[src/rtl/ham74_pkg.sv]
package ham74_pkg;

  localparam int DATA_W = 4;
  localparam int CHK_W  = 3;
  localparam int CODE_W = DATA_W + CHK_W;

  // Row k selects the data bits covered by check bit k (k=0 -> i1, 1 -> i2, 2 -> i3).
  localparam logic [CHK_W-1:0][DATA_W-1:0] GROUP_MASK = {
    4'b1110,  // i3: n3 n2 n1
    4'b1101,  // i2: n3 n2 n0
    4'b1011   // i1: n3 n1 n0
  };

  // Syndrome pattern produced by an upset on data bit j.
  function automatic logic [CHK_W-1:0] data_column(input int j);
    logic [CHK_W-1:0] col;
    for (int k = 0; k < CHK_W; k++) col[k] = GROUP_MASK[k][j];
    return col;
  endfunction

endpackage

[src/rtl/ham74_parity.sv]
module ham74_parity
  import ham74_pkg::*;
(
  input  logic [DATA_W-1:0] data_i,
  output logic [CHK_W-1:0]  chk_o
);

  for (genvar k = 0; k < CHK_W; k++) begin : g_grp
    assign chk_o[k] = ^(data_i & GROUP_MASK[k]);
  end

endmodule

[src/rtl/ham74_enc.sv]
module ham74_enc
  import ham74_pkg::*;
(
  input  logic              clk,
  input  logic              rst,
  input  logic              valid_i,
  input  logic [DATA_W-1:0] data_i,
  output logic              valid_o,
  output logic [CODE_W-1:0] code_o
);

  logic [CHK_W-1:0]  chk;
  logic              valid_q;
  logic [CODE_W-1:0] code_q;

  ham74_parity u_par (
    .data_i (data_i),
    .chk_o  (chk)
  );

  always_ff @(posedge clk) begin
    if (rst) begin
      valid_q <= 1'b0;
      code_q  <= '0;
    end else begin
      valid_q <= valid_i;
      if (valid_i) code_q <= {data_i, chk};
    end
  end

  assign valid_o = valid_q;
  assign code_o  = code_q;

endmodule

[src/rtl/ham74_dec.sv]
module ham74_dec
  import ham74_pkg::*;
(
  input  logic              clk,
  input  logic              rst,
  input  logic              valid_i,
  input  logic [CODE_W-1:0] code_i,
  output logic              valid_o,
  output logic [DATA_W-1:0] data_o,
  output logic              fixed_o,
  output logic [CHK_W-1:0]  syn_o
);

  logic [DATA_W-1:0] rx_data;
  logic [CHK_W-1:0]  rx_chk;
  logic [CHK_W-1:0]  re_chk;
  logic [CHK_W-1:0]  syn;
  logic [DATA_W-1:0] flip;

  assign rx_data = code_i[CODE_W-1:CHK_W];
  assign rx_chk  = code_i[CHK_W-1:0];

  ham74_parity u_par (
    .data_i (rx_data),
    .chk_o  (re_chk)
  );

  assign syn = rx_chk ^ re_chk;

  for (genvar j = 0; j < DATA_W; j++) begin : g_fix
    localparam logic [CHK_W-1:0] COL = data_column(j);
    assign flip[j] = (syn == COL);
  end

  logic              valid_q;
  logic [DATA_W-1:0] data_q;
  logic              fixed_q;
  logic [CHK_W-1:0]  syn_q;

  always_ff @(posedge clk) begin
    if (rst) begin
      valid_q <= 1'b0;
      data_q  <= '0;
      fixed_q <= 1'b0;
      syn_q   <= '0;
    end else begin
      valid_q <= valid_i;
      if (valid_i) begin
        data_q  <= rx_data ^ flip;
        fixed_q <= |syn;
        syn_q   <= syn;
      end
    end
  end

  assign valid_o = valid_q;
  assign data_o  = data_q;
  assign fixed_o = fixed_q;
  assign syn_o   = syn_q;

endmodule

[src/rtl/ham74_codec.sv]
module ham74_codec
  import ham74_pkg::*;
(
  input  logic              clk,
  input  logic              rst,
  input  logic              enc_valid_i,
  input  logic [DATA_W-1:0] enc_data_i,
  output logic              enc_valid_o,
  output logic [CODE_W-1:0] enc_code_o,
  input  logic              dec_valid_i,
  input  logic [CODE_W-1:0] dec_code_i,
  output logic              dec_valid_o,
  output logic [DATA_W-1:0] dec_data_o,
  output logic              dec_fixed_o,
  output logic [CHK_W-1:0]  dec_syndrome_o
);

  ham74_enc u_enc (
    .clk     (clk),
    .rst     (rst),
    .valid_i (enc_valid_i),
    .data_i  (enc_data_i),
    .valid_o (enc_valid_o),
    .code_o  (enc_code_o)
  );

  ham74_dec u_dec (
    .clk     (clk),
    .rst     (rst),
    .valid_i (dec_valid_i),
    .code_i  (dec_code_i),
    .valid_o (dec_valid_o),
    .data_o  (dec_data_o),
    .fixed_o (dec_fixed_o),
    .syn_o   (dec_syndrome_o)
  );

endmodule

[config.mk]
export PLATFORM = sky130hd
export DESIGN_NAME = ham74_codec
export DESIGN_NICKNAME = d
export VERILOG_FILES = /design/src/rtl/ham74_pkg.sv /design/src/rtl/ham74_parity.sv /design/src/rtl/ham74_enc.sv /design/src/rtl/ham74_dec.sv /design/src/rtl/ham74_codec.sv
export SDC_FILE = /design/constraint.sdc
export NUM_CORES = 1
export LEC_CHECK = 0
export BUFFER_PORTS_ARGS = -buffer_cell sky130_fd_sc_hd__buf_4
export CORE_ASPECT_RATIO = 1.4
export CORE_MARGIN = 10
export CORE_UTILIZATION = 54
export DETAILED_ROUTE_END_ITERATION = 16
export PLACE_DENSITY = 0.88
export SLEW_MARGIN = 20
export SYNTH_ARGS = -nofsm -noshare
export SYNTH_HDL_FRONTEND = slang
export SYNTH_SLANG_ARGS = --single-unit
[constraint.sdc]
create_clock -name clk -period 4.5 [get_ports clk]
set_clock_uncertainty 0.2 [all_clocks]
set_input_delay 0.9 -clock clk [delete_from_list [all_inputs] [get_ports clk]]
set_output_delay 0.9 -clock clk [all_outputs]
set_load 0.05 [all_outputs]
## Word-level counts from Yosys, hierarchy flattened

Index checks and enable logic that the tools add are counted.

- Flip-flop bits (word level): 17
- Output and inout bits: 17
- Input bits: 15
- Logic and storage cells: 19

- Bitwise logic cells: 2
- Eq/ne operators: 4
- Reductions and logical operators: 7

Operator list:

| operator | number |
|---|---|
| XOR reduction 4 bit | 6 |
| == test 3 bit (second input constant) | 3 |
| XOR 4 bit | 1 |
| == test 3 x 2 -> 1 bit (second input constant) | 1 |
| OR reduction 3 bit | 1 |
| XOR 3 bit | 1 |

## Depth between registers and ports, before layout

- Depth in word-level cells: 4
- Gate-level depth with buffers: 5
- Mapped depth without buffers: 4

## Cells and area by module

A second synthesis with hierarchy kept.

- Cell total of the unflattened synthesis: 75
- Area total of the unflattened synthesis: 830.8 um2

Modules (own cells, without submodules):

| module | cells each | area an instance (um2) | sequential area each (um2) | times used |
|---|---|---|---|---|
| ham74_dec | 44 | 410.4 | 180.2 | 1 |
| ham74_enc | 25 | 277.8 | 160.2 | 1 |
| ham74_parity | 3 | 71.3 | 0.0 | 2 |

## Worst setup path before layout

Ideal clock, no wire load.

- Kind: input to register
- Start point: in dec_code_i[3]
- End point: reg u_dec.data_q[0] (netlist: u_dec.data_o[0])
- Setup slack: 2,236 ps
- Setup time: 127 ps
- Buffers on the path: 1
- Required time: 4,173 ps
- Arrival: 1,937 ps
- Stages on the path: 5
- Cell sequence: buf_2 xor2_1 and3_4 o211a_1 or3_1

- Word-level cells in the longest chain between the ends: 4
- Elaborated cells between the ends (all ways): 5
- Those cells by class: eq/ne (1); bitwise (2); reduce/logical (2)

RTL lines:

| item | line | text |
|---|---|---|
| from (decl) | ham74_codec.sv:11 | `input logic [CODE_W-1:0] dec_code_i,` |
| XOR reduction 4 bit | ham74_parity.sv:9 | `assign chk_o[k] = ^(data_i & GROUP_MASK[k]);` |
| XOR 3 bit | ham74_dec.sv:28 | `assign syn = rx_chk ^ re_chk;` |
| == test 3 x 2 -> 1 bit | ham74_dec.sv:32 | `assign flip[j] = (syn == COL);` |
| XOR 4 bit * | ham74_dec.sv:49 | `data_q <= rx_data ^ flip;` |
| to (signal assigned) | ham74_dec.sv:49 |  |
| to (decl) | ham74_dec.sv:36 | `logic [DATA_W-1:0] data_q;` |

Every way passes the cells marked *; elsewhere a longest branch is shown, timed or not.
A chain may end at the register's enable or synchronous reset.

## Worst setup path after layout

Same ends and word-level chain as after synthesis.

==> key figures <==
Clocking
  – Clock sink total: 17
  – Cts repair resizes: 0
  – Clock slew seen by the registers of the worst setup and hold paths: 0.09 ns
  – Clk root buf: clkbuf_4
  – CTS max path bufs: 2
  – Cts hold-fix bufs: 0
  – CTS Buf Count: 3
  – Max H-tree Level: 1
  – Postcts setup bufs: 0
  – Clock latency on the worst-skew pair: 0.27 ns
  – CTS tree: done

STA
  – Final-report max-slew violation count: 0
  – Worst hold slack: 0.296 ns
  – Fin crit share: 44.2%
  – Final setup fails: 0
  – Rel. slew slack: 78.6%
  – Setup TNS: 0 ns
  – Highest Clock Rate: 0.503 GHz
  – Minimum clock period: 1.99 ns
  – Unrepaired setup endpoints after global routing: false
  – Fin. Hold Viols: 0
  – Worst-margin pin slew: 0.319 ns
  – Worst setup margin: 2.51 ns

Placed design
  – DP Wirelength: 1.77 mm
  – Setup slack after placement: 2.21 ns
  – Routability congestion estimate from global placement: 0.778
  – I/O Buffers: 31

Synth
  – Yosys reg bits: 17
  – Sequential fraction of the synthesis area: 32.6%
  – Synth warn: 0
  – Syn_area_per_cell: 9.01 sq um
  – Yosys top cell by area: dfxtp_1
  – Top cell type's share of synthesized area: 32.6%
  – Netlist Area Pre-Place: 1040 sq um
  – Mapped Nets: 131
  – Synth area leaders: dfxtp_1 (33%), xnor2_1 (12%), mux2i_1 (6.7%)
  – Synth Instances: 116
  – Yosys cell types: 27

Setup path
  – CP bufs+invs: 1
  – Startpoint types: input pin
  – Kind of critical path: in2reg
  – Cell family with most CP delay: simple AND/OR/NAND/NOR gates
  – CP Data Required Time: 4.46 ns
  – Cell Chain, Critical Path: buf_4 > xor2_1 > and3_4 > o211a_1 > or3_1
  – Worst r2r src: u_dec.data_o[0]
  – CP endpoint kind: flop
  – Worst R2R Setup Slack: 3.45 ns
  – Critical path arrival: 1.95 ns
  – Worst reg2reg endpoint: u_dec.data_o[0]
  – CP max stage cell: or3_1
  – CP Max Fanout: 7
  – Worst Reg-to-Reg Cells: 3
  – Critical path depth in cells: 5
  – Largest stage delay, worst path: 0.35 ns

Power
  – Pwr Density: 323 nW/um^2
  – Max VDD drop: 0.180 mV
  – Leak Pwr: 0.548 nW

Job
  – Max-cap violations: 0

Route
  – Vias per Instance: 5.45
  – Wire per inst: 13.0 um
  – First-pass DRT Iterations: 4
  – WL final: 2.10 mm
  – Post-route DRC: 0
  – Final antenna-violating net count: 0
  – DR vias: 878
  – Initial DRC Count: 17

GRT
  – First-pass GRT wire length: 3.72 mm
  – Total gr overflow: 0
  – Initial antenna violation count: 0
  – Total track usage: 10.4%
  – Largest net degree at the start of global routing: 26
  – Vias in the first global route: 907

Die
  – I/O pins: 32
  – Core area: 1800 sq um
  – Die Wd: 57.2 um
  – Initial Util: 58.0%
  – Die H: 72.0 um
  – Area of the die: 4120 sq um
  – Rows: 18

Layout
  – Final #Nets: 157
  – Area Growth Syn to Fin: 20.8%
  – Seq. cell area: 340 sq um
  – Final-layout fill cell count: 157
  – Layout cells sized above 1: 27.7%
  – Layout Utilization: 70.1%
  – Number of diodes: 0
  – Multi-input logic area: 634 sq um

Run status
  – Status: complete, no violations

Worst hold path
  – Min-Delay Path Class: reg2reg
  – Hold Path End: u_dec.syn_o[1]
  – Hold Path Stages: 2
  – Min-delay src: u_dec.syn_o[1]
==> tightest hold or removal path: stages (launching register included) <==
cell and delay (ns):
dfxtp_1 0.32, nor2_1 0.08, a211oi_1 0.05
==> metrics by stage <==
| stage | instances | area (sq um) | power (mW) |
|---|---|---|---|
| 4_1_cts | 161 | 1260 | 0.413 |
| 2_1_floorplan | 116 | 1040 | 0.296 |
| 6_report | 161 | 1260 | 0.407 |
| 3_3_place_gp | 157 | 1240 | 0.334 |
| 5_1_grt | 161 | 1260 | 0.434 |
| 3_5_place_dp | 157 | 1240 | 0.338 |
==> logic make-up after synthesis <==
family | synth area share [%]
xor+xnor | 22.5
flops | 32.6
buf+inv | 6.71
mux | 6.71
compound gates | 8.86
simple gates | 22.6
==> flip-flops by register name, indices dropped and copies added, names as in the netlist <==
signal / flops
u_enc.code_o: 7
u_dec.data_o: 4
u_dec.syn_o: 3
u_dec.fixed_o: 1
u_dec.valid_o: 1
u_enc.valid_o: 1
==> worst max-delay path by stage <==
stage,start,to,slack (ns)
finish,dec_code_i[3],u_dec.data_o[0],2.51
global route,dec_code_i[3],u_dec.fixed_o,2.46
CTS,dec_code_i[1],u_dec.data_o[0],2.51
detailed placement,dec_code_i[1],u_dec.data_o[0],2.21
global placement,dec_code_i[1],u_dec.data_o[0],2.22
floorplan,dec_code_i[3],u_dec.data_o[0],2.24
==> where the power goes <==
group          switching, mW  internal (mW)
Sequential           0.00625          0.164
Clock                 0.0404         0.0342
Combinational          0.101         0.0605
Total                  0.148          0.259
==> placed cells by master, fill, tap and decap left out, types with 3 or more instances in the layout <==
| master | instances |
|---|---|
| a21oi_1 | 4 |
| nor3_1 | 4 |
| xor2_1 | 6 |
| dfxtp_1 | 17 |
| mux2i_1 | 7 |
| nor3b_1 | 6 |
| a211oi_1 | 4 |
| nand3_1 | 11 |
| clkbuf_4 | 3 |
| buf_4 | 31 |
| nor2_1 | 14 |
| xnor2_1 | 14 |
| nand2_1 | 3 |
==> synth_stat cells (all sizes together) <==
cell	n
a211o	1
a211oi	4
a21oi	4
and3	1
buf	2
clkbuf	8
dfxtp	17
inv	1
mux2i	7
nand2	3
nand3	11
nand3b	1
nor2	14
nor2b	2
nor3	4
nor3b	6
o211a	1
o211ai	2
o32ai	1
or3	2
or3b	1
xnor2	17
xor2	6
==> per-layer routing <==
metal	part of all wire (%)	track usage, %
met5	0	0
met4	2.3	5.50
met3	7.2	2.44
met2	49	19.5
met1	41	10.3
==> layout make-up <==
class | instances | area share [%]
flip-flops and latches | 17 | 27.0
multi-input cells | 88 | 50.2
repair buffers | 31 | 18.4
well taps | 20 | 1.98
inverters | 1 | 0.297
clock buffers | 4 | 2.08
(Power assumes the default switching activity.)
